===== src/rtl/pcm_tx_pkg.sv =====
package pcm_tx_pkg;
  localparam int SAMPLE_W  = 16;
  localparam int CODE_W    = 8;
  localparam int MU_BIAS   = 33;
  localparam int MU_CLIP   = 8158;
  localparam logic [CODE_W-1:0] A_MASK_POS = 8'hD5;
  localparam logic [CODE_W-1:0] A_MASK_NEG = 8'h55;
  localparam logic [CODE_W-1:0] MU_IDLE    = 8'hFF;

  typedef enum logic {LAW_MU = 1'b0, LAW_A = 1'b1} law_e;

  typedef struct packed {
    logic [SAMPLE_W-1:0] sample;
    law_e                law;
    logic                lin;
    logic                mute;
  } frame_cfg_t;
endpackage


===== src/rtl/pcm_frame_timer.sv =====
module pcm_frame_timer #(
  parameter int FRAME_BITS = 256,
  localparam int CNT_W = $clog2(FRAME_BITS + 1)
) (
  input  logic             clk,
  input  logic             rst,
  input  logic             fsync,
  output logic [CNT_W-1:0] bit_cnt
);
  localparam logic [CNT_W-1:0] CNT_END = CNT_W'(FRAME_BITS);

  // Counter rests at CNT_END (no window can match) until a frame sync.
  always_ff @(posedge clk) begin
    if (rst)                   bit_cnt <= CNT_END;
    else if (fsync)            bit_cnt <= '0;
    else if (bit_cnt != CNT_END) bit_cnt <= bit_cnt + 1'b1;
  end

  a_r9_count_holds: assert property (@(posedge clk) disable iff (rst)
    (bit_cnt == CNT_END && !fsync) |=> bit_cnt == CNT_END);
  a_r10_fsync_restart: assert property (@(posedge clk) disable iff (rst)
    fsync |=> bit_cnt == '0);
endmodule


===== src/rtl/pcm_g711_enc.sv =====
module pcm_g711_enc
  import pcm_tx_pkg::*;
#(
  parameter int WORD_W = 16
) (
  input  frame_cfg_t        cfg,
  output logic [WORD_W-1:0] word
);
  function automatic logic [CODE_W-1:0] mu_code(input logic [13:0] x);
    logic        neg;
    logic [14:0] mag;
    logic [12:0] biased;
    logic [12:0] shifted;
    logic [2:0]  seg;
    neg = x[13];
    mag = neg ? (~{x[13], x} + 15'd1) : {x[13], x};
    if (mag > 15'(MU_CLIP)) mag = 15'(MU_CLIP);
    biased = 13'(mag + 15'(MU_BIAS));
    seg = 3'd0;
    for (int i = 0; i < 8; i++) if (biased[i+5]) seg = 3'(i);
    shifted = biased >> ({1'b0, seg} + 4'd1);
    return ~{neg, seg, shifted[3:0]};
  endfunction

  function automatic logic [CODE_W-1:0] a_code(input logic [12:0] x);
    logic        neg;
    logic [11:0] mag;
    logic [11:0] shifted;
    logic [2:0]  seg;
    neg = x[12];
    mag = neg ? ~x[11:0] : x[11:0];
    seg = 3'd0;
    for (int i = 1; i < 8; i++) if (mag[i+4]) seg = 3'(i);
    shifted = mag >> ((seg == 3'd0) ? 3'd1 : seg);
    return {1'b0, seg, shifted[3:0]} ^ (neg ? A_MASK_NEG : A_MASK_POS);
  endfunction

  logic [CODE_W-1:0] cmp_code;

  always_comb begin
    if (cfg.law == LAW_A) cmp_code = cfg.mute ? A_MASK_POS : a_code(cfg.sample[15:3]);
    else                  cmp_code = cfg.mute ? MU_IDLE    : mu_code(cfg.sample[15:2]);
  end

  // Companded codes are left-aligned so the shifter always starts at the MSB.
  assign word = cfg.lin ? (cfg.mute ? '0 : WORD_W'(cfg.sample))
                        : {cmp_code, {(WORD_W-CODE_W){1'b0}}};
endmodule


===== src/rtl/pcm_slot_shifter.sv =====
module pcm_slot_shifter #(
  parameter int SLOT_W    = 8,
  parameter int NUM_SLOTS = 32,
  localparam int FRAME_BITS = NUM_SLOTS * SLOT_W,
  localparam int CNT_W      = $clog2(FRAME_BITS + 1),
  localparam int WIN_W      = CNT_W + 1,
  localparam int WORD_W     = 2 * SLOT_W,
  localparam int IDX_W      = (NUM_SLOTS > 1) ? $clog2(NUM_SLOTS) : 1
) (
  input  logic              clk,
  input  logic              rst,
  input  logic              pwr_down,
  input  logic [CNT_W-1:0]  bit_cnt,
  input  logic [IDX_W-1:0]  slot,
  input  logic              lin,
  input  logic [WORD_W-1:0] word,
  output logic              dx_out,
  output logic              dx_oe
);
  logic [WIN_W-1:0]  pos, win_start, win_end;
  logic              in_win, first, next_bit;
  logic [WORD_W-1:0] sr;

  always_comb begin
    pos       = {1'b0, bit_cnt};
    win_start = WIN_W'(slot) * WIN_W'(SLOT_W);
    win_end   = win_start + (lin ? WIN_W'(WORD_W) : WIN_W'(SLOT_W));
    in_win    = (pos >= win_start) && (pos < win_end) && (pos < WIN_W'(FRAME_BITS));
    first     = (pos == win_start);
    next_bit  = first ? word[WORD_W-1] : sr[WORD_W-1];
  end

  always_ff @(posedge clk) begin
    if (rst) begin
      sr     <= '0;
      dx_out <= 1'b0;
      dx_oe  <= 1'b0;
    end else begin
      if (in_win) sr <= first ? {word[WORD_W-2:0], 1'b0} : {sr[WORD_W-2:0], 1'b0};
      dx_oe  <= in_win && !pwr_down;
      dx_out <= in_win && !pwr_down && next_bit;
    end
  end

  a_r7_pd_quiet: assert property (@(posedge clk) disable iff (rst)
    pwr_down |=> (!dx_oe && !dx_out));
  a_r8_reset_quiet: assert property (@(posedge clk)
    rst |=> (!dx_oe && !dx_out));
  a_r5_idle_low: assert property (@(posedge clk) disable iff (rst)
    !dx_oe |-> !dx_out);
endmodule


===== src/rtl/pcm_tx_slotter.sv =====
module pcm_tx_slotter
  import pcm_tx_pkg::*;
#(
  parameter int SLOT_W    = 8,
  parameter int NUM_SLOTS = 32,
  localparam int FRAME_BITS = NUM_SLOTS * SLOT_W,
  localparam int CNT_W      = $clog2(FRAME_BITS + 1),
  localparam int WORD_W     = 2 * SLOT_W,
  localparam int IDX_W      = (NUM_SLOTS > 1) ? $clog2(NUM_SLOTS) : 1
) (
  input  logic                clk,
  input  logic                rst,
  input  logic                fsync,
  input  logic [SAMPLE_W-1:0] sample_in,
  input  logic                alaw_sel,
  input  logic                lin_mode,
  input  logic [7:0]          gain_code,
  input  logic                pwr_down,
  input  logic [IDX_W-1:0]    slot_sel,
  output logic                dx_out,
  output logic                dx_oe
);
  frame_cfg_t        hold_cfg;
  logic [IDX_W-1:0]  hold_slot;
  logic [CNT_W-1:0]  bit_cnt;
  logic [WORD_W-1:0] enc_word;

  // Per-frame capture: everything the frame needs is frozen at frame sync.
  always_ff @(posedge clk) begin
    if (rst) begin
      hold_cfg  <= '0;
      hold_slot <= '0;
    end else if (fsync) begin
      hold_cfg.sample <= sample_in;
      hold_cfg.law    <= alaw_sel ? LAW_A : LAW_MU;
      hold_cfg.lin    <= lin_mode;
      hold_cfg.mute   <= (gain_code == 8'h00);
      hold_slot       <= slot_sel;
    end
  end

  pcm_frame_timer #(.FRAME_BITS(FRAME_BITS)) u_timer (
    .clk(clk), .rst(rst), .fsync(fsync), .bit_cnt(bit_cnt)
  );

  pcm_g711_enc #(.WORD_W(WORD_W)) u_enc (
    .cfg(hold_cfg), .word(enc_word)
  );

  pcm_slot_shifter #(.SLOT_W(SLOT_W), .NUM_SLOTS(NUM_SLOTS)) u_shift (
    .clk(clk), .rst(rst), .pwr_down(pwr_down), .bit_cnt(bit_cnt),
    .slot(hold_slot), .lin(hold_cfg.lin), .word(enc_word),
    .dx_out(dx_out), .dx_oe(dx_oe)
  );

  a_r6_hold_stable: assert property (@(posedge clk) disable iff (rst)
    !fsync |=> ($stable(hold_cfg) && $stable(hold_slot)));
  a_r4_idle_alaw: assert property (@(posedge clk) disable iff (rst)
    (hold_cfg.mute && hold_cfg.law == LAW_A && !hold_cfg.lin) |->
      enc_word[WORD_W-1 -: 8] == 8'hD5);
endmodule


===== config.mk =====
export PLATFORM = sky130hd
export DESIGN_NAME = pcm_tx_slotter
export DESIGN_NICKNAME = d
export VERILOG_FILES = /design/src/rtl/pcm_tx_pkg.sv /design/src/rtl/pcm_frame_timer.sv /design/src/rtl/pcm_g711_enc.sv /design/src/rtl/pcm_slot_shifter.sv /design/src/rtl/pcm_tx_slotter.sv
export SDC_FILE = /design/constraint.sdc
export NUM_CORES = 1
export LEC_CHECK = 0
export ABC_AREA = 1
export BUFFER_PORTS_ARGS = -buffer_cell sky130_fd_sc_hd__buf_2
export CORE_MARGIN = 1
export CORE_UTILIZATION = 61
export DETAILED_ROUTE_END_ITERATION = 16
export GPL_ROUTABILITY_DRIVEN = 0
export MAX_ROUTING_LAYER = met4
export PLACE_DENSITY_LB_ADDON = 0.08
export REMOVE_ABC_BUFFERS = 1
export SLEW_MARGIN = 30
export SYNTH_ARGS = -nofsm -noshare
export SYNTH_HDL_FRONTEND = slang
export SYNTH_SLANG_ARGS = --single-unit

===== constraint.sdc =====
create_clock -name clk -period 4.15 [get_ports clk]
set_input_delay 0.83 -clock clk [delete_from_list [all_inputs] [get_ports clk]]
set_output_delay 0.83 -clock clk [all_outputs]
set_load 0.05 [all_outputs]

; After elaboration in Yosys (flattened, before gate mapping)
; Index checks and enable logic that the tools add are counted.
[classes]
addsub = 5
bitwise_logic = 4
n_eq_ne = 2
n_mux = 33
reduce_logical = 9
order_cmp = 4
shift = 2
[op_table]
columns = cell, n
row1 = 2-to-1 mux 16 bit, 3
row2 = 2-to-1 mux 3 bit, 11
row3 = 2-to-1 mux 8 bit, 4
row4 = 2-to-1 mux 13 bit, 2
row5 = 2-to-1 mux 9 bit, 2
row6 = "adder 15 x 1 -> 15 bit, second input constant", 1
row7 = "greater-than comparator 15 x 13 -> 1 bit, second input constant", 1
row8 = 2-to-1 mux 15 bit, 1
row9 = inverter 15 bit, 1
row10 = "adder 13 x 6 -> 13 bit, second input constant", 1
row11 = >> shifter 13 x 4 -> 4 bit, 1
row12 = 2-to-1 mux 12 bit, 1
row13 = inverter 12 bit, 1
row14 = >> shifter 12 x 3 -> 4 bit, 1
row15 = adder 8 x 10 -> 10 bit, 1
row16 = < comparator 9 x 10 -> 1 bit, 1
row17 = "adder 9 x 1 -> 9 bit, second input constant", 1
row18 = == test 9 x 8 -> 1 bit, 1
row19 = greater-or-equal comparator 9 x 8 -> 1 bit, 1
row20 = "< comparator 9 bit, second input constant", 1
row21 = "!= test 9 bit, second input constant", 1
row22 = zero test 8 bit, 1
row23 = 2-to-1 mux 2 bit, 4
row24 = inverter 8 bit, 1
row25 = 9 further kinds, 15
[totals]
wordCells = 69
register_bits = 51
out_inout_bits = 2
input_bits = 35

; Longest topological paths before layout
; Gate-level depths: netlist (run 1).
[logic_depth]
word_depth = 23
depth_mapped = 37
depth_no_buf = 36

; Cells and area by module
; From an unflattened synthesis (run 1), not the netlist that was laid out.
[unflattened]
hier_cells = 791
hier_area_um2 = 4724.5
[modules_own_cells]
columns = mod, area_per_inst_um2, seq_area_each_um2, n_inst, cells_per_inst
row1 = pcm_g711_enc, 2001.9, 0.0, 1, 389
row2 = pcm_slot_shifter, 1370.1, 340.3, 1, 225
row3 = pcm_tx_slotter, 874.6, 480.5, 1, 111
row4 = pcm_frame_timer, 478.0, 180.2, 1, 66

; Least setup slack after synthesis (run 1)
; Ideal clock, no wire load.
[synth_path]
path_type = register to register
start = register hold_cfg[5] in the netlist's numbering
end = register u_shift.sr[11]
required_ns = 4.018
period_less_slack_ns = 3.421
n_path_buf = 2
setup_ns = 0.132
setup_slack_ns = 0.729
t_arrival_ns = 3.289
path_stages_with_launch = 34
path_cell_list = dfxtp_1 inv_1 ha_1 nand2_2 nor2_4 nor2_1 nand2_1 nand2_1 nand3_2 nor2_2 nand2_4 nand2_4 buf_8 inv_2 nand2_1 ha_1 inv_1 nor2_1 nand2_1 nand3_1 nand2_1 nand2_1 nand2_1 nand2_2 nand2_4 buf_6 o21ai_1 nand2_1 nand3_1 nand3_1 nand2_1 nand2_1 nand2_1 a21oi_2
[synth_between]
elab_chain_cells = 22
[synth_rtl]
columns = item, line_no
row1 = start: declaration, pcm_tx_slotter.sv:23  ; frame_cfg_t hold_cfg;
row2 = inverter 15 bit, pcm_g711_enc.sv:16  ; mag = neg ? (~{x[13], x} + 15'd1) : {x[13], x};
row3 = adder 15 x 1 -> 15 bit, pcm_g711_enc.sv:16
row4 = 2-to-1 mux 15 bit *, pcm_g711_enc.sv:16
row5 = greater-than comparator 15 x 13 -> 1 bit, pcm_g711_enc.sv:17  ; if (mag > 15'(MU_CLIP)) mag = 15'(MU_CLIP);
row6 = 2-to-1 mux 13 bit *, pcm_g711_enc.sv:17
row7 = 2-to-1 mux 13 bit *, pcm_g711_enc.sv:41  ; if (cfg.law == LAW_A) cmp_code = cfg.mute ? A_MASK_POS : a_code(cfg.sample[15:3]);
row8 = adder 13 x 6 -> 13 bit *, pcm_g711_enc.sv:18  ; biased = 13'(mag + 15'(MU_BIAS));
row9 = 2-to-1 mux 1 bit, pcm_g711_enc.sv:20  ; for (int i = 0; i < 8; i++) if (biased[i+5]) seg = 3'(i);
row10 = [6 not listed], --
row11 = 2-to-1 mux 3 bit, pcm_g711_enc.sv:41
row12 = adder 3 x 1 -> 4 bit, pcm_g711_enc.sv:21  ; shifted = biased >> ({1'b0, seg} + 4'd1);
row13 = >> shifter 13 x 4 -> 4 bit *, pcm_g711_enc.sv:21
row14 = inverter 8 bit *, pcm_g711_enc.sv:22  ; return ~{neg, seg, shifted[3:0]};
row15 = 2-to-1 mux 8 bit *, pcm_g711_enc.sv:42  ; else cmp_code = cfg.mute ? MU_IDLE : mu_code(cfg.sample[15:2]);
row16 = 2-to-1 mux 8 bit *, pcm_g711_enc.sv:41
row17 = 2-to-1 mux 16 bit *, pcm_g711_enc.sv:46  ; assign word = cfg.lin ? (cfg.mute ? '0 : WORD_W'(cfg.sample))
row18 = 2-to-1 mux 16 bit *, pcm_slot_shifter.sv:39  ; if (in_win) sr <= first ? {word[WORD_W-2:0], 1'b0} : {sr[WORD_W-2:0], 1'b0};
row19 = end signal: assignment, pcm_slot_shifter.sv:39
row20 = end: declaration, pcm_slot_shifter.sv:22  ; logic [WORD_W-1:0] sr;
; Every way passes the cells marked *; elsewhere a longest branch is shown, timed or not. The select of a mux whose other input is x is not followed.
; A chain may end at the register's enable or synchronous reset.

; Worst setup path in the final report (run 1)
[layout_path]
start = register hold_cfg[5] in the netlist's numbering
end = register u_shift.sr[9]
; The elaborated chain is that of the path after synthesis.

==> results of run 1 <==
kinds of logic (layout without fill, tap and decap cells):
logic type / Yosys count / in the layout / share of synthesized area
flip-flops: 50 / 50 / 0.245
multiplexers: 2 / 2 / 0.00490
adder cells (fa/ha/maj): 18 / 18 / 0.0569
AO/OA/AOI/OAI: 140 / 140 / 0.209
buffers and inverters: 104 / 137 / 0.105
XOR/XNOR: 16 / 16 / 0.0379
AND/OR/NAND/NOR: 306 / 308 / 0.342
layout by cell type, fill, tap and decap left out, types with 3 or more instances in the layout:
cell,count
inv_1,72
ha_1,16
o22ai_1,3
dfxtp_1,47
nor4_1,4
o21a_1,3
nand2_1,150
dfxtp_2,3
xor2_1,4
nand3_1,70
xnor2_1,10
nor2_2,10
inv_2,11
a221oi_1,4
nand2_2,9
a21oi_1,37
nor2_4,5
nor3_1,6
o21ai_0,46
buf_4,9
buf_2,36
o211ai_1,15
a21oi_2,7
nor2_1,38
o21ai_1,6
nand4_1,6
nand3_2,4
a211oi_1,4
clkbuf_8,5
where the power goes:
part | internal [mW] | switching (mW)
registers | 0.502 | 0.0239
clock network | 0.124 | 0.181
logic | 0.209 | 0.398
total | 0.836 | 0.602
registers in the layout, indices dropped and copies added, names as in the netlist:
signal           cells
u_shift.dx_oe        1
hold_slot            5
u_shift.sr          15
u_timer.bit_cnt      9
u_shift.dx_out       1
hold_cfg            19
path summary, 6_finish.rpt:
kind | start | endpoint | slack (ns) | depth (start not counted)
max | hold_cfg[5] | u_shift.sr[9] | 0.27 | 32
min | hold_cfg[3] | hold_cfg[3] | 0.46 | 2
max reg2reg | hold_cfg[5] | u_shift.sr[9] | 0.27 | 32
min reg2reg | hold_cfg[3] | hold_cfg[3] | 0.46 | 2
through the flow:
stage,util,instances
after floorplan,-,616
after global placement,0.668,734
after detailed placement,0.668,734
after CTS,0.683,742
after global routing,0.694,748
final,0.694,748
repair_timing:
item | CTS | global route
gates resized for setup | 0 | 11
endpoints found under the setup margin | 0 | 6
hold buffers | 0 | 0
buffers inserted | 0 | 4
worst register-to-register path: cells and delay by family (launching register included):
family | cells | cell delay [ns]
DFF | 1 | 0.41
AOI/OAI and AO/OA | 3 | 0.36
buffers and inverters | 5 | 0.35
and+or+nand+nor | 22 | 2.14
adders and majority gates | 2 | 0.51
area by class of cell:
| type | count | area share |
|---|---|---|
| clock buffer | 5 | 0.0154 |
| clock inverter | 3 | 0.00589 |
| inverter | 84 | 0.0713 |
| multi-input combinational | 484 | 0.605 |
| sequential | 50 | 0.225 |
| tap | 77 | 0.0216 |
| timing repair buffer | 45 | 0.0556 |
per-layer routing:
metal | up-vias | wire (µm)
met5 | - | 0
met3 | 27 | 421
li1 | 2201 | -
met1 | 2065 | 4850
met4 | 0 | 291
met2 | 133 | 5470
==> impl_results.md, run 1 <==
* Die height at around 84 µm
* Total grt overflow at 0
* Most frequent cell after synthesis: nand2_1
* GR Util met3 at 0.0396
* Final setup margin at 0.273 ns
* Vias in the first global route at ~4100
* Starting density of the core at 0.637
* Deepest clock path buffer count at 2
* Clk sinks at 50
* YS warnings at 0
* Ranking of synthesized cells by area: dfxtp_1, nand2_1, nand3_1
* Port Buffers at 36
* Register area share after synthesis at 0.245
* Inserted Clock Buffers at 5
* Syn avg cell area at 6.43 µm²
* Critical Path Max Stage Delay at approximately 0.4 ns
* Slew Viols, Final at 0
* CTS tree: done
* CP delay by family, top: simple AND/OR/NAND/NOR gates
* VDD IR max at roughly 0.00025 V
* FP Rows at 29
* Total track usage at 0.333
* Post-route minimum period at 3.88 ns
* Drt initial violations at between 200 and 300
* Worst slew margin at 0.411
* Multi-input logic area at ~2700 µm²
* Core area at ~6400 µm²
* Critical path class: reg -> reg
* Power per cell area at between 300 and 400 nW/µm²
* Post-synth top flop: dfxtp_1
* Highest clock rate at approximately 0.26 GHz
* Leak at approximately 2.1 nW
* Clk root buf: clkbuf_8
* Area delta synth->final at 9.03%
* Cell Area, Synth at 4090 µm²
* Share of cells above drive strength 1 at 0.168
* Placed cell area at 4290 µm²
* Crit path required time at between 4 and 5 ns
* Final Instance Area at approximately 4500 µm²
* Worst-path clk slew at about 0.11 ns
* CP max stage cell: dfxtp_2
* Wirelength per Cell at 14.8 µm
* Synth async-reset ratio at 0
* Post-Place Setup Slack at between 0.15 and 0.2 ns
* CTS H-tree lvls at 2
* Fin crit share at 0.934
* Met1 Usage GRT at 0.398
* Seq cells post-synth at 50
* Nets at around 720
* Initial DRT Pass Iterations at 5
* Top Usage Layer GRT: met2
* Cells after Synth at between 600 and 700
* Initial antenna violation count at 0
* Crit-path max FO at 13
* Diodes inserted at 0
* Post-synth EDFFs at 0
* Setup-failing EPs final at 0
* Worst path most repeated cell: nand2_1
* First-pass GRT wire length at 18400 µm
* Total Neg Setup Slack at 0 ns
* Share of the synthesized area in the top cell type at 0.245
* Routed Antenna Nets at 0
* Die W at roughly 84 µm
* Status: finished, final reports clean
* Vias per cell at 5.92
* Hold Fails Final Rpt at 0
* Clock latency on the worst-skew pair at between 0.3 and 0.4 ns
* Hold WC Path Type: reg -> reg
* Synth top cells by count: nand2_1, inv_1, nand3_1, dfxtp_1, o21ai_0
* Critical path launch point type: flop
* Post-synth cell types at between 40 and 50
* Die area at around 7000 µm²
* Dpl hpwl at around 8500 µm
* Crit path arrival time at approximately 4.1 ns
* Synth area leader: dfxtp_1
* IO Pins at 37
* Routed WL at between 10000 and 15000 µm
* Via Count at around 4400
* Buf/Inv on CP at 5
* Hold WS at ~0.46 ns
* GRT met2 Usage at 0.572
* Maximum number of pins on one net before global-route repair at 30
* Remaining DRCs at 0
* Fillers at 604
* Clock skew at 0.0125 ns
* Final total power at 1.44 mW
* Reg area at 1000 µm²
* Worst-Margin Slew at between 0.8 and 0.9 ns
* Crit end category: flop
* Maxcap violations at 0
Note: power is estimated with default switching activity, not from simulation.
==> inputs of run 2 (changes only) <==
--- a/config.mk
+++ b/config.mk
@@ -12,7 +12,7 @@
 export DETAILED_ROUTE_END_ITERATION = 16
 export GPL_ROUTABILITY_DRIVEN = 0
 export MAX_ROUTING_LAYER = met4
-export PLACE_DENSITY_LB_ADDON = 0.08
+export PLACE_DENSITY = 0.9
 export REMOVE_ABC_BUFFERS = 1
 export SLEW_MARGIN = 30
 export SYNTH_ARGS = -nofsm -noshare
==> run 2 against run 1 <==
Against the previous run: setup slack better by 0.031 ns; register-to-register slack improved by 0.03 ns; combinational power grew 1%; core utilization increased by 0.49 points; final area is 0.70% higher; die area did not move; via count increased by 3.2%; routed wire length is 1.4% higher; flip-flop and latch count unchanged; total power is 0.28% lower; critical path depth is the same; cell count is 0.13% higher; critical path type unchanged; largest cell class unchanged.
==> impl_results.md, run 2 (synthesis results as in run 1) <==
* Crit end category: flop (unchanged)
* Hold Fails Final Rpt at 0 (unchanged)
* Commonest non-fill, non-tap cells in the layout: nand2_1, inv_1, nand3_1, dfxtp_1, o21ai_0 (unchanged)
* Total grt overflow at 0 (unchanged)
* Clk sinks at 50 (unchanged)
* Critical path launch point type: flop (unchanged)
* Worst path most repeated cell: nand2_1 (unchanged)
* Status: finished, final reports clean (unchanged)
* CP startpoint: hold_cfg[5] (unchanged)
* IO Pins at 37 (unchanged)
* Crit path arrival time at 4.05 ns (was 4.09 ns)
* Clock skew at 0.00561 ns (was 0.0125 ns)
* Routed Antenna Nets at 0 (unchanged)
* Crit path required time at 4.35 ns (was 4.36 ns)
* Total Neg Setup Slack at 0 ns (unchanged)
* Dpl hpwl at 8320 µm (was 8490 µm)
* Post-route insts no fill at 749 (was 748)
* Via Count at 4566 (was 4426)
* Area delta synth->final at 9.79% (was 9.03%)
* Starting density of the core at 0.637 (unchanged)
* Die height at 83.9 µm (unchanged)
* Deepest clock path buffer count at 2 (unchanged)
* Inserted Clock Buffers at 5 (unchanged)
* Final Instance Area at 4490 µm² (was 4460 µm²)
* Post-route minimum period at 3.85 ns (was 3.88 ns)
* Power per cell area at 320 nW/µm² (was 323 nW/µm²)
* Hold WS at 0.464 ns (was 0.462 ns)
* Worst slew margin at 0.375 (was 0.411)
* VDD IR max at 0.000263 V (was 0.000252 V)
* Maxcap violations at 0 (unchanged)
* Core area at 6420 µm² (unchanged)
* Remaining DRCs at 0 (unchanged)
* Vias per cell at 6.10 (was 5.92)
* Die W at 83.9 µm (unchanged)
* Routed WL at 11200 µm (was 11000 µm)
* CP max stage cell: dfxtp_4 (was dfxtp_2)
* Initial antenna violation count at 0 (unchanged)
* Final total power at 1.43 mW (was 1.44 mW)
* Setup-failing EPs final at 0 (unchanged)
* Clk root buf: clkbuf_8 (unchanged)
* Nets at 724 (was 723)
* Die area at 7030 µm² (unchanged)
* Initial DRT Pass Iterations at 6 (was 5)
* Wirelength per Cell at 14.9 µm (was 14.8 µm)
* First-pass GRT wire length at 18800 µm (was 18400 µm)
* FP Rows at 29 (unchanged)
* CTS tree: done (unchanged)
* Hold Path Stages at 2 (unchanged)
* Drt initial violations at 413 (was 262)
* Biggest registers after layout: hold_cfg: 19 flops, u_shift.sr: 15 flops, u_timer.bit_cnt: 9 flops (unchanged)
* Worst-path clk slew at 0.10 ns (was 0.11 ns)
* Slew Viols, Final at 0 (unchanged)
* # placed instances at 733 (was 734)
* Most common cell after layout, fill and taps aside: nand2_1 (unchanged)
* Highest clock rate at 0.260 GHz (was 0.258 GHz)
* Fin util at 0.699 (was 0.694)
* Share of cells above drive strength 1 at 0.168 (about the same)
* Worst r2r src: hold_cfg[5] (unchanged)
* Leak at 2.07 nW (was 2.06 nW)
* Diodes inserted at 0 (unchanged)
* Max reg flops at 19 (unchanged)
* Critical Path Max Stage Delay at 0.37 ns (was 0.41 ns)
* Largest Register: hold_cfg (unchanged)
* R2R cell count at 32 (unchanged)
* Post-Place Setup Slack at 0.276 ns (was 0.158 ns)
* Fillers at 535 (was 604)
* Min-delay src: hold_cfg[3] (unchanged)
* Clock latency on the worst-skew pair at 0.31 ns (was 0.32 ns)
* Vias in the first global route at 4235 (was 4123)
* Fin crit share at 0.927 (was 0.934)
* Total track usage at 0.333 (about the same)
* Port Buffers at 36 (unchanged)
* Final setup margin at 0.304 ns (was 0.273 ns)
* Critical path class: reg -> reg (unchanged)
* CTS H-tree lvls at 2 (unchanged)
* Placed cell area at 4290 µm² (about the same)
* Crit-path max FO at 10 (was 13)
* Hold WC Path Type: reg -> reg (unchanged)
* Worst-Margin Slew at 0.937 ns (was 0.882 ns)
* Maximum number of pins on one net before global-route repair at 30 (unchanged)
==> run 2: cell count changes in the layout (fill, tap and decap cells not counted), sizes merged <==
| cell | before | now |
|---|---|---|
| buf | 45 | 47 |
| clkinvlp | 0 | 1 |
| inv | 86 | 85 |
| nor2 | 53 | 52 |
==> run 2: layer usage <==
layer / track usage / wire length [µm] / vias up
li1: - / - / 2205
met4: 0.146 / 474 / 0
met5: - / 0 / -
met3: 0.0366 / 866 / 55
met2: 0.566 / 5250 / 251
met1: 0.399 / 4600 / 2055
==> run 2: final timing paths <==
kind                                       to  slack [ns]
worst max register to register  u_shift.sr[9]        0.30
worst min-delay path              hold_cfg[3]        0.46
worst max-delay path            u_shift.sr[9]        0.30
worst min register to register    hold_cfg[3]        0.46
==> run 2: timing repair <==
| item | in CTS | in global routing |
|---|---|---|
| setup buffers | 0 | 7 |
| hold buffers | 0 | 0 |
| gates resized for setup | 0 | 14 |
| setup endpoints to repair | 0 | 7 |
==> run 2: worst max-delay path: cells and delay by family (launching register included) <==
family                     cells  cell delay, ns
buffers and inverters          3            0.33
adders and majority gates      2            0.38
and+or+nand+nor               25            2.48
DFF                            1            0.37
AOI/OAI and AO/OA              2            0.18
==> run 2: power breakdown <==
group | internal, mW | switching [mW]
combinational | 0.207 | 0.407
sequential | 0.502 | 0.0229
clock | 0.122 | 0.173
total | 0.831 | 0.604
==> run 2: cell type report <==
cell class                 instances  area (µm²)  share of cell area
multi-input combinational        483        2710               0.604
sequential                        50        1010               0.224
inverter                          84         318              0.0708
timing repair buffer              47         263              0.0585
tap                               77        96.3              0.0215
clock buffer                       5        68.8              0.0153
clock inverter                     3        25.0             0.00557
==> inputs of run 3 (changes only) <==
--- a/config.mk
+++ b/config.mk
@@ -7,12 +7,11 @@
 export LEC_CHECK = 0
 export ABC_AREA = 1
 export BUFFER_PORTS_ARGS = -buffer_cell sky130_fd_sc_hd__buf_2
-export CORE_MARGIN = 1
-export CORE_UTILIZATION = 61
+export CORE_UTILIZATION = 65
 export DETAILED_ROUTE_END_ITERATION = 16
 export GPL_ROUTABILITY_DRIVEN = 0
 export MAX_ROUTING_LAYER = met4
-export PLACE_DENSITY = 0.9
+export PLACE_DENSITY = 0.95
 export REMOVE_ABC_BUFFERS = 1
 export SLEW_MARGIN = 30
 export SYNTH_ARGS = -nofsm -noshare
==> constraint.sdc (replaced) <==
create_clock -name clk -period 4.8 [get_ports clk]
set_input_delay 0.96 -clock clk [delete_from_list [all_inputs] [get_ports clk]]
set_output_delay 0.96 -clock clk [all_outputs]
set_load 0.05 [all_outputs]
==> run 3 against run 2 <==
Against the previous run: critical path depth shrank 1; count of clock-buffer cells in the layout is 1 higher; cell count fell by 1.3%; maximum frequency shrank 9.3%; register-to-register slack improved by 0.26 ns; core utilization up 3.2 points; die area decreased by 6.0%; total power is 14% lower; combinational power fell by 18%.
==> impl_results.md, run 3 (synthesis results as in run 1) <==
* Die height at 81.3 µm (was 83.9 µm)
* Slew Viols, Final at 0 (unchanged)
* CTS tree: done (unchanged)
* Starting density of the core at 0.683 (was 0.637)
* IO Pins at 37 (unchanged)
* Remaining DRCs at 0 (unchanged)
* RSZ-0062 raised after global routing: false
* Worst-path clk slew at 0.10 ns (about the same)
* Worst slew margin at 0.419 (was 0.375)
* Post-route minimum period at 4.24 ns (was 3.85 ns)
* Final total power at 1.23 mW (was 1.43 mW)
* Commonest non-fill, non-tap cells in the layout: nand2_1, inv_1, nand3_1, dfxtp_1, o21ai_0 (unchanged)
* Initial antenna violation count at 0 (unchanged)
* Area delta synth->final at 7.16% (was 9.79%)
* Min-delay src: hold_cfg[3] (unchanged)
* Setup-failing EPs final at 0 (unchanged)
* First-pass GRT wire length at 18400 µm (was 18800 µm)
* Crit path required time at 5.00 ns (was 4.35 ns)
* Wirelength per Cell at 15.0 µm (was 14.9 µm)
* Largest Register: hold_cfg (unchanged)
* R2R cell count at 31 (was 32)
* Fillers at 460 (was 535)
* Total track usage at 0.368 (was 0.333)
* Via Count at 4595 (was 4566)
* Core area at 5990 µm² (was 6420 µm²)
* Worst path most repeated cell: nand2_1 (unchanged)
* Reg2reg end: u_shift.sr[12] (was u_shift.sr[9])
* Routed Antenna Nets at 0 (unchanged)
* Clk root buf: clkbuf_8 (unchanged)
* Power per cell area at 281 nW/µm² (was 320 nW/µm²)
* Total Neg Setup Slack at 0 ns (unchanged)
* Hold_buf cts at 0 (unchanged)
* Fin crit share at 0.883 (was 0.927)
* Total grt overflow at 0 (unchanged)
* CP max stage cell: dfxtp_1 (was dfxtp_4)
* Max reg flops at 19 (unchanged)
* Critical Path Max Stage Delay at 0.63 ns (was 0.37 ns)
* Vias in the first global route at 4059 (was 4235)
* Vias per cell at 6.22 (was 6.10)
* Clock skew at 0.00612 ns (was 0.00561 ns)
* Hold Path Stages at 2 (unchanged)
* Nets at 716 (was 724)
* Share of cells above drive strength 1 at 0.145 (was 0.168)
* Dpl hpwl at 8400 µm (was 8320 µm)
* Maximum number of pins on one net before global-route repair at 30 (unchanged)
* Inserted Clock Buffers at 5 (unchanged)
* Drt initial violations at 525 (was 413)
* Critical path launch point type: flop (unchanged)
* Hold Fails Final Rpt at 0 (unchanged)
* Port Buffers at 36 (unchanged)
* R2r setup slk at 0.56 ns (was 0.30 ns)
* Maxcap violations at 0 (unchanged)
* Hold WC Path Type: reg -> reg (unchanged)
* # Post-CTS Setup Buffers at 0 (unchanged)
* Critical path class: reg -> reg (unchanged)
* Deepest clock path buffer count at 2 (unchanged)
* Post-route insts no fill at 739 (was 749)
* Biggest registers after layout: hold_cfg: 19 flops, u_shift.sr: 15 flops, u_timer.bit_cnt: 9 flops (unchanged)
* WHS Endpoint: hold_cfg[3] (unchanged)
* Crit end category: flop (unchanged)
* Diodes inserted at 0 (unchanged)
* Crit path arrival time at 4.44 ns (was 4.05 ns)
* Routed WL at 11100 µm (was 11200 µm)
* Fin util at 0.731 (was 0.699)
* Clk sinks at 50 (unchanged)
* Clock latency on the worst-skew pair at 0.31 ns (about the same)
* Highest clock rate at 0.236 GHz (was 0.260 GHz)
* CTS H-tree lvls at 2 (unchanged)
* Worst r2r src: hold_cfg[18] (was hold_cfg[5])
* Worst-Margin Slew at 0.871 ns (was 0.937 ns)
* CTS-repair resized insts at 0 (unchanged)
* FP Rows at 28 (was 29)
* # placed instances at 731 (was 733)
* VDD IR max at 0.000228 V (was 0.000263 V)
* Crit-path max FO at 13 (was 10)
* Leak at 2.03 nW (was 2.07 nW)
* Die area at 6610 µm² (was 7030 µm²)
* Initial DRT Pass Iterations at 6 (unchanged)
* Status: finished, final reports clean (unchanged)
* Die W at 81.3 µm (was 83.9 µm)
* Most common cell after layout, fill and taps aside: nand2_1 (unchanged)
-- run 3: cell types whose count changed in the layout (fill, tap and decap cells not counted), moves of 2 or more --
cell / before / now
dfxtp_1: 48 / 50
ha_1: 15 / 17
buf_4: 11 / 4
nor2_2: 9 / 7
nand2_1: 151 / 153
nor2_1: 37 / 40
nand2_2: 7 / 5
-- run 3: cell type report --
| class | count | area, µm² | area share |
|---|---|---|---|
| Timing Repair Buffer | 40 | 210 | 0.0480 |
| Multi-Input combinational cell | 482 | 2660 | 0.607 |
| Tap cell | 75 | 93.8 | 0.0214 |
| Clock buffer | 6 | 82.6 | 0.0188 |
| Sequential cell | 50 | 1000 | 0.228 |
| Inverter | 84 | 318 | 0.0725 |
| Clock inverter | 2 | 16.3 | 0.00371 |
-- run 3: through the flow --
| step | instance area [µm²] | setup slack (ns) | hold slack [ns] |
|---|---|---|---|
| after floorplan | 3980 | 1.05 | 0.419 |
| after global placement | 4280 | 0.843 | 0.438 |
| after detailed placement | 4280 | 0.706 | 0.448 |
| after CTS | 4380 | 0.670 | 0.464 |
| after global routing | 4380 | 0.167 | 0.482 |
| final | 4380 | 0.562 | 0.469 |
-- run 3: metal layers --
metal,track usage,vias up,share of wire
li1,-,2184,-
met3,0.0652,62,0.087
met4,0.191,0,0.047
met1,0.435,2051,0.39
met5,-,-,0
met2,0.593,298,0.47
-- run 3: worst max path at each step --
| stage | from | end | cells after the start |
|---|---|---|---|
| after global placement | hold_cfg[18] | u_shift.sr[10] | 31 |
| after global routing | hold_cfg[18] | u_shift.sr[14] | 28 |
| after CTS | hold_cfg[18] | u_shift.sr[12] | 31 |
| final | hold_cfg[18] | u_shift.sr[12] | 31 |
| after detailed placement | hold_cfg[18] | u_shift.sr[12] | 31 |
| after floorplan | hold_cfg[18] | u_shift.sr[10] | 32 |
-- run 3: power by group --
| part | switching, mW | internal (mW) | leakage, nW |
|---|---|---|---|
| combinational | 0.338 | 0.168 | 1.57 |
| sequential | 0.0223 | 0.434 | 0.409 |
| clock | 0.151 | 0.119 | 0.0478 |
| total | 0.511 | 0.720 | 2.03 |
-- run 3: critical path: cells and delay by family (launching register included) --
kind	cells	cell delay (ns)
simple gates	23	2.48
buf+inv	5	0.58
compound gates	2	0.21
fa+ha+maj	1	0.20
flops	1	0.63
